[src/rtl/pvote_pkg.sv]
package pvote_pkg;

    // Outcome of judging one bit interval
    typedef enum logic [1:0] {
        VOTE_NONE  = 2'd0,   // no classified interval this cycle
        VOTE_EARLY = 2'd1,
        VOTE_LATE  = 2'd2,
        VOTE_IDLE  = 2'd3    // no transition, indeterminate
    } vote_t;

    // Controller states
    typedef enum logic {
        ST_PRIME = 1'b0,     // waiting for the first bit after reset
        ST_TRACK = 1'b1      // classifying every valid interval
    } pd_state_t;

endpackage

[src/rtl/pvote_sampler.sv]
module pvote_sampler (
    input  logic clk,
    input  logic rst,
    input  logic smp_valid,
    input  logic smp_center,
    output logic bit_q,
    output logic bit_valid
);

    // The decision flop: holds the previous centre sample, doubles as retimed data
    always_ff @(posedge clk) begin
        if (rst) begin
            bit_q     <= 1'b0;
            bit_valid <= 1'b0;
        end else begin
            bit_valid <= smp_valid;
            if (smp_valid) begin
                bit_q <= smp_center;
            end
        end
    end

endmodule

[src/rtl/pvote_classify.sv]
module pvote_classify
    import pvote_pkg::*;
(
    input  logic  en,
    input  logic  bit_prev,
    input  logic  bit_cross,
    input  logic  bit_cur,
    output vote_t vote
);

    always_comb begin
        if (!en) begin
            vote = VOTE_NONE;
        end else if (bit_prev == bit_cur) begin
            vote = VOTE_IDLE;
        end else if (bit_cross == bit_prev) begin
            vote = VOTE_EARLY;
        end else begin
            vote = VOTE_LATE;
        end
    end

endmodule

[src/rtl/pvote_accum.sv]
module pvote_accum
    import pvote_pkg::*;
#(
    parameter int WIN_LEN = 16,
    parameter int ACC_W   = 6,
    parameter int THR     = 3
) (
    input  logic                    clk,
    input  logic                    rst,
    input  vote_t                   vote,
    output logic                    pd_up,
    output logic                    pd_dn,
    output logic                    avg_valid,
    output logic signed [ACC_W-1:0] avg_sum
);

    localparam int WC_W = (WIN_LEN > 2) ? $clog2(WIN_LEN) : 1;
    localparam int SAT  = (2 ** (ACC_W - 1)) - 1;
    localparam logic signed [ACC_W:0]   SAT_HI = (ACC_W + 1)'(SAT);
    localparam logic signed [ACC_W:0]   SAT_LO = -SAT_HI;
    localparam logic signed [ACC_W:0]   THR_V  = (ACC_W + 1)'(THR);
    localparam logic [WC_W-1:0]         WC_END = WC_W'(WIN_LEN - 1);
    localparam logic signed [ACC_W-1:0] ACC_MAX = ACC_W'(SAT);

    logic signed [ACC_W-1:0] acc_q;
    logic signed [ACC_W-1:0] acc_nxt;
    logic signed [ACC_W:0]   wide;
    logic signed [ACC_W:0]   delta;
    logic signed [ACC_W:0]   nxt_ext;
    logic [WC_W-1:0]         win_q;
    logic                    step;

    assign step = (vote != VOTE_NONE);

    always_comb begin
        unique case (vote)
            VOTE_EARLY: delta = -(ACC_W + 1)'(1);
            VOTE_LATE:  delta =  (ACC_W + 1)'(1);
            default:    delta = '0;
        endcase
        wide = $signed({acc_q[ACC_W-1], acc_q}) + delta;
        if (wide > SAT_HI) begin
            acc_nxt = SAT_HI[ACC_W-1:0];
        end else if (wide < SAT_LO) begin
            acc_nxt = SAT_LO[ACC_W-1:0];
        end else begin
            acc_nxt = wide[ACC_W-1:0];
        end
        nxt_ext = $signed({acc_nxt[ACC_W-1], acc_nxt});
    end

    always_ff @(posedge clk) begin
        if (rst) begin
            acc_q     <= '0;
            win_q     <= '0;
            avg_sum   <= '0;
            avg_valid <= 1'b0;
            pd_up     <= 1'b0;
            pd_dn     <= 1'b0;
        end else begin
            avg_valid <= 1'b0;
            pd_up     <= 1'b0;
            pd_dn     <= 1'b0;
            if (step) begin
                if (win_q == WC_END) begin
                    avg_sum   <= acc_nxt;
                    avg_valid <= 1'b1;
                    pd_up     <= (nxt_ext > THR_V);
                    pd_dn     <= (nxt_ext < -THR_V);
                    acc_q     <= '0;
                    win_q     <= '0;
                end else begin
                    acc_q <= acc_nxt;
                    win_q <= win_q + 1'b1;
                end
            end
        end
    end


    sat_hold_chk: assert property (@(posedge clk) disable iff (rst)
        (acc_q == ACC_MAX && vote == VOTE_LATE) |=> (acc_q == ACC_MAX || acc_q == '0));


    up_dn_excl_chk: assert property (@(posedge clk) disable iff (rst)
        !(pd_up && pd_dn));


    pulse_in_window_chk: assert property (@(posedge clk) disable iff (rst)
        (pd_up || pd_dn) |-> avg_valid);


    single_strobe_chk: assert property (@(posedge clk) disable iff (rst)
        avg_valid |=> !avg_valid);

endmodule

[src/rtl/pvote_tally.sv]
module pvote_tally
    import pvote_pkg::*;
#(
    parameter int CNT_W = 16
) (
    input  logic             clk,
    input  logic             rst,
    input  vote_t            vote,
    output logic [CNT_W-1:0] cnt_early,
    output logic [CNT_W-1:0] cnt_late,
    output logic [CNT_W-1:0] cnt_idle
);

    always_ff @(posedge clk) begin
        if (rst) begin
            cnt_early <= '0;
            cnt_late  <= '0;
            cnt_idle  <= '0;
        end else begin
            unique case (vote)
                VOTE_EARLY: cnt_early <= cnt_early + 1'b1;
                VOTE_LATE:  cnt_late  <= cnt_late + 1'b1;
                VOTE_IDLE:  cnt_idle  <= cnt_idle + 1'b1;
                default:    ;
            endcase
        end
    end


    one_class_chk: assert property (@(posedge clk) disable iff (rst)
        $countones({cnt_early != $past(cnt_early),
                    cnt_late  != $past(cnt_late),
                    cnt_idle  != $past(cnt_idle)}) <= 1);

endmodule

[src/rtl/phase_vote_detector.sv]
module phase_vote_detector
    import pvote_pkg::*;
#(
    parameter int WIN_LEN = 16,
    parameter int ACC_W   = 6,
    parameter int THR     = 3,
    parameter int CNT_W   = 16
) (
    input  logic                    clk,
    input  logic                    rst,
    input  logic                    smp_valid,
    input  logic                    smp_center,
    input  logic                    smp_cross,
    output logic                    data_out,
    output logic                    data_valid,
    output logic                    pd_up,
    output logic                    pd_dn,
    output logic                    avg_valid,
    output logic signed [ACC_W-1:0] avg_sum,
    output logic [CNT_W-1:0]        cnt_early,
    output logic [CNT_W-1:0]        cnt_late,
    output logic [CNT_W-1:0]        cnt_idle
);

    pd_state_t state_q;
    pd_state_t state_d;
    logic      vote_en;
    vote_t     vote;

    // State register
    always_ff @(posedge clk) begin
        if (rst) begin
            state_q <= ST_PRIME;
        end else begin
            state_q <= state_d;
        end
    end

    // Next state and controller outputs
    always_comb begin
        state_d = state_q;
        vote_en = 1'b0;
        unique case (state_q)
            ST_PRIME: begin
                if (smp_valid) begin
                    state_d = ST_TRACK;   // first bit
                end
            end
            ST_TRACK: begin
                vote_en = smp_valid;
            end
            default: state_d = ST_PRIME;
        endcase
    end

    pvote_sampler u_sampler (
        .clk        (clk),
        .rst        (rst),
        .smp_valid  (smp_valid),
        .smp_center (smp_center),
        .bit_q      (data_out),
        .bit_valid  (data_valid)
    );

    pvote_classify u_classify (
        .en        (vote_en),
        .bit_prev  (data_out),
        .bit_cross (smp_cross),
        .bit_cur   (smp_center),
        .vote      (vote)
    );

    pvote_accum #(
        .WIN_LEN (WIN_LEN),
        .ACC_W   (ACC_W),
        .THR     (THR)
    ) u_accum (
        .clk       (clk),
        .rst       (rst),
        .vote      (vote),
        .pd_up     (pd_up),
        .pd_dn     (pd_dn),
        .avg_valid (avg_valid),
        .avg_sum   (avg_sum)
    );

    pvote_tally #(
        .CNT_W (CNT_W)
    ) u_tally (
        .clk       (clk),
        .rst       (rst),
        .vote      (vote),
        .cnt_early (cnt_early),
        .cnt_late  (cnt_late),
        .cnt_idle  (cnt_idle)
    );


    retime_chk: assert property (@(posedge clk) disable iff (rst)
        data_valid |-> (data_out == $past(smp_center)));


    prime_quiet_chk: assert property (@(posedge clk) disable iff (rst)
        (state_q == ST_PRIME && smp_valid) |=>
            (!avg_valid && $stable(cnt_early) && $stable(cnt_late) && $stable(cnt_idle)));


    gap_quiet_chk: assert property (@(posedge clk) disable iff (rst)
        !smp_valid |=> (!data_valid && !avg_valid && $stable(data_out) &&
                        $stable(cnt_early) && $stable(cnt_late) && $stable(cnt_idle)));

endmodule

[config.mk]
export PLATFORM = sky130hd
export DESIGN_NAME = phase_vote_detector
export DESIGN_NICKNAME = d
export VERILOG_FILES = /design/src/rtl/pvote_pkg.sv /design/src/rtl/pvote_sampler.sv /design/src/rtl/pvote_classify.sv /design/src/rtl/pvote_accum.sv /design/src/rtl/pvote_tally.sv /design/src/rtl/phase_vote_detector.sv
export SDC_FILE = /design/constraint.sdc
export NUM_CORES = 1
export LEC_CHECK = 0
export BUFFER_PORTS_ARGS = -buffer_cell sky130_fd_sc_hd__buf_2
export CAP_MARGIN = 5
export CORE_MARGIN = 1
export CORE_UTILIZATION = 55
export CTS_CLUSTER_DIAMETER = 40
export CTS_CLUSTER_SIZE = 14
export DETAILED_ROUTE_END_ITERATION = 8
export PLACE_DENSITY = 0.79
export SYNTH_ARGS = -nofsm -noshare
export SYNTH_HDL_FRONTEND = slang
export SYNTH_SLANG_ARGS = --single-unit
[constraint.sdc]
create_clock -name clk -period 3.4 [get_ports clk]
set_input_delay 0.34 -clock clk [delete_from_list [all_inputs] [get_ports clk]]
set_output_delay 0.34 -clock clk [all_outputs]
set_load 0.005 [all_outputs]
==> results.yml <==
synthesis:
  ys_types: 48
  synth_flop_cell: "dfxtp_1"
  yosys_warnings: 0
  syn-instance-count: 381
  synth_top_area_share_pct: 40.95
  netlist.top_cell.by_area: "dfxtp_1"
  avgSynthCellArea_um2: 8.982
  synth_edf_count: 0
  synth-seq-cells: 70
  ys_seq_area_share_pct: 40.95
  async_reset_ff_share_pct: 0
  syn_nets: 397
  synth_area_leaders: "dfxtp_1 41%, xor2_1 9.0%, nor2_1 7.2%"
  synth_area_um2: 3422
timing:
  fin_ws_ps: 210.7
  skew_ps: 5.971
  relSlewSlack_pct: 42.52
  rsz0062_at_grt: "no"
  tns_ps: 0
  fmax_mhz: 313.5
  post-route-min-period_ps: 3189
  final_hold_viol_count: 0
  setup-violations-final: 0
  worstMarginPinSlew_ps: 859.0
  finalCritPeriodShare_pct: 93.80
  report.final.slew_viol_count: 0
cts:
  cts_buffer_depth: 2
  cts_hold_repair.buffers: 0
  path_clk_slew_ps: 70
  cts_tree: "done"
  clk_latency_ps: 330
  cts-resized-gates: 0
  cts_root_buf: "clkbuf_8"
  cts_buffers: 9
  htreeDepth: 3
  clkSinkCount: 70
  post_cts_buffers: 0
global_routing:
  grt_max_degree: 41
  antenna_found_initial: 0
  grt_pass1_wl_um: 10920
  grt_use_total_pct: 21.57
  gr-total-overflow: 0
  grt_pass1_vias: 2433
die:
  die_area_um2: 6542
  core_area_um2: 5956
  row_count: 28
  io_pins: 64
  die_w_um: 80.88
  start_util_pct: 57.46
  dieHeight_um: 80.88
pwr:
  power_density_nw_per_um2: 391.7
  leakage_nw: 1.708
  vdd.ir_drop.worst_uv: 374.7
placed_design:
  gp_congestion: 0.7762
  port_buffers: 63
  place_ws_ps: 163.3
  dp.cells: 504
  dp_hpwl_um: 4819
detailed_routing:
  wl_met1_um: 3061
  drt-vias-per-instance: 5.360
  drt_iter0_markers: 133
  ant_nets: 0
  drtPass1Iterations: 4
  routed_wl_um: 6710
  vias: 2787
  route.met3.wl_um: 313
  top_signal_layer_used: "met4"
  wl_per_cell_um: 12.90
  route.met2.wl_um: 3237
  route.detailed.drc: 0
final_layout:
  fill_cells: 535
  drive_gt1_share_pct: 22.70
  nets: 456
  instances_no_fill: 520
  diodes: 0
  area_growth_pct: 15.03
worst_setup_path:
  cp_max_fo: 10
  cp-end-kind: "flip-flop"
  max_stage_delay_ps: 360
  crit_type: "reg2reg"
  crit_arrival_ps: 3460
  start_kind: "flip-flop"
  worstPathRequired_ps: 3670
  cpMaxStageDelayCell: "dfxtp_1"
  crit_chain: "nand2b_1 > mux2i_1 > or2_2 > ha_1 > inv_1 > ha_1 > ha_1 > and4b_1 > o211a_1 > a311oi_4 > buf_4 > nor3_2 > a211o_1 > a21oi_1"
  path_common_cell: "ha_1"
job:
  drv_cap: 0
status:
  status: "finished, final reports clean"
hold_path:
  hold_path.class: "in2reg"
final cells by class:
class                      count  area, um2  share of cell area [%]
clock inverter                 4      22.52                  0.5722
multi-input combinational    285       1898                   48.22
inverter                       6      22.52                  0.5722
timing repair buffer          68      352.8                   8.964
tap                           75      93.84                   2.384
sequential                    70       1401                   35.60
clock buffer                  12      145.1                   3.687
kinds of logic (layout without fill, tap and decap cells):
logic type / Yosys count / after routing / synth area share [%]
DFF: 70 / 70 / 40.95
muxes: 6 / 6 / 1.755
xor gates and xnor gates: 51 / 51 / 13.27
AOI/OAI and AO/OA: 38 / 38 / 8.629
and+or+nand+nor: 175 / 175 / 26.47
buffers and inverters: 26 / 90 / 3.583
adders and majority gates: 15 / 15 / 5.338
report_power, final:
group / switching (W) / internal [W]
Clock: 0.000300 / 0.000282
Combinational: 0.0000727 / 0.0000486
Sequential: 0.0000114 / 0.000827
state kept, by name, indices dropped and copies added, names as in the netlist:
signal	count
u_accum.acc_q	6
u_accum.avg_valid	1
state_q	1
u_tally.cnt_early	16
u_accum.pd_up	1
u_accum.avg_sum	6
u_tally.cnt_late	16
u_accum.pd_dn	1
u_sampler.bit_q	1
u_accum.win_q	4
u_tally.cnt_idle	16
u_sampler.bit_valid	1
Yosys cell counts, types with 5 or more instances:
cell / n
dfxtp_1: 70
nor2_1: 66
xor2_1: 35
nand2_1: 33
nand3_1: 17
xnor2_1: 15
clkbuf_1: 14
a21oi_1: 12
ha_1: 11
and3_1: 10
and4_1: 9
nand4_1: 9
inv_1: 6
mux2i_1: 6
o21ai_0: 6
nor2b_1: 5
critical path: cells and delay by family, from the launching register on:
kind	cells	cell delay, ps
multiplexers	1	60
AO/OA/AOI/OAI	4	930
adder cells (fa/ha/maj)	3	800
buffers and inverters	2	280
flip-flops	1	360
AND/OR/NAND/NOR	4	680
metrics by stage:
stage	util (%)	power, W	instance area, um2	hold WS (ps)
3_5_place_dp	63.28	0.0009780	3769	461.7
6_report	66.09	0.001542	3936	275.1
4_1_cts	66.09	0.001561	3936	265.7
2_1_floorplan	-	0.0009513	3422	435.6
3_3_place_gp	63.28	0.0009749	3769	445.9
5_1_grt	66.09	0.001604	3936	278.5
metal layers:
| metal | track usage, % | vias to the layer above |
|---|---|---|
| met5 | 0 | - |
| met4 | 8.393 | 0 |
| met3 | 6.404 | 11 |
| met2 | 35.63 | 66 |
| met1 | 26.25 | 1298 |
| li1 | - | 1412 |
layout by cell type, fill, tap and decap left out, types with 3 or more instances in the layout:
cell type / instances
dfxtp_1: 70
nor2_1: 66
buf_2: 63
xor2_1: 35
nand2_1: 33
nand3_1: 17
xnor2_1: 15
a21oi_1: 12
ha_1: 11
and3_1: 10
clkbuf_8: 10
and4_1: 9
nand4_1: 9
mux2i_1: 6
inv_1: 6
o21ai_0: 6
nor2b_1: 5
buf_4: 5
maj3_2: 4
a211oi_2: 4
nor3_1: 4
or3_1: 4
o21ai_1: 4
clkinv_2: 3
path summary, 6_finish.rpt:
kind	slack, ps	cells past startpoint	to	startpoint
setup / recovery	210	14	u_accum.avg_sum[0]	u_sampler.bit_q
hold / removal	280	3	u_sampler.bit_q	smp_center
setup reg to reg	210	14	u_accum.avg_sum[0]	u_sampler.bit_q
hold reg to reg	470	2	u_accum.acc_q[5]	u_accum.acc_q[5]
(Power assumes the default switching activity.)
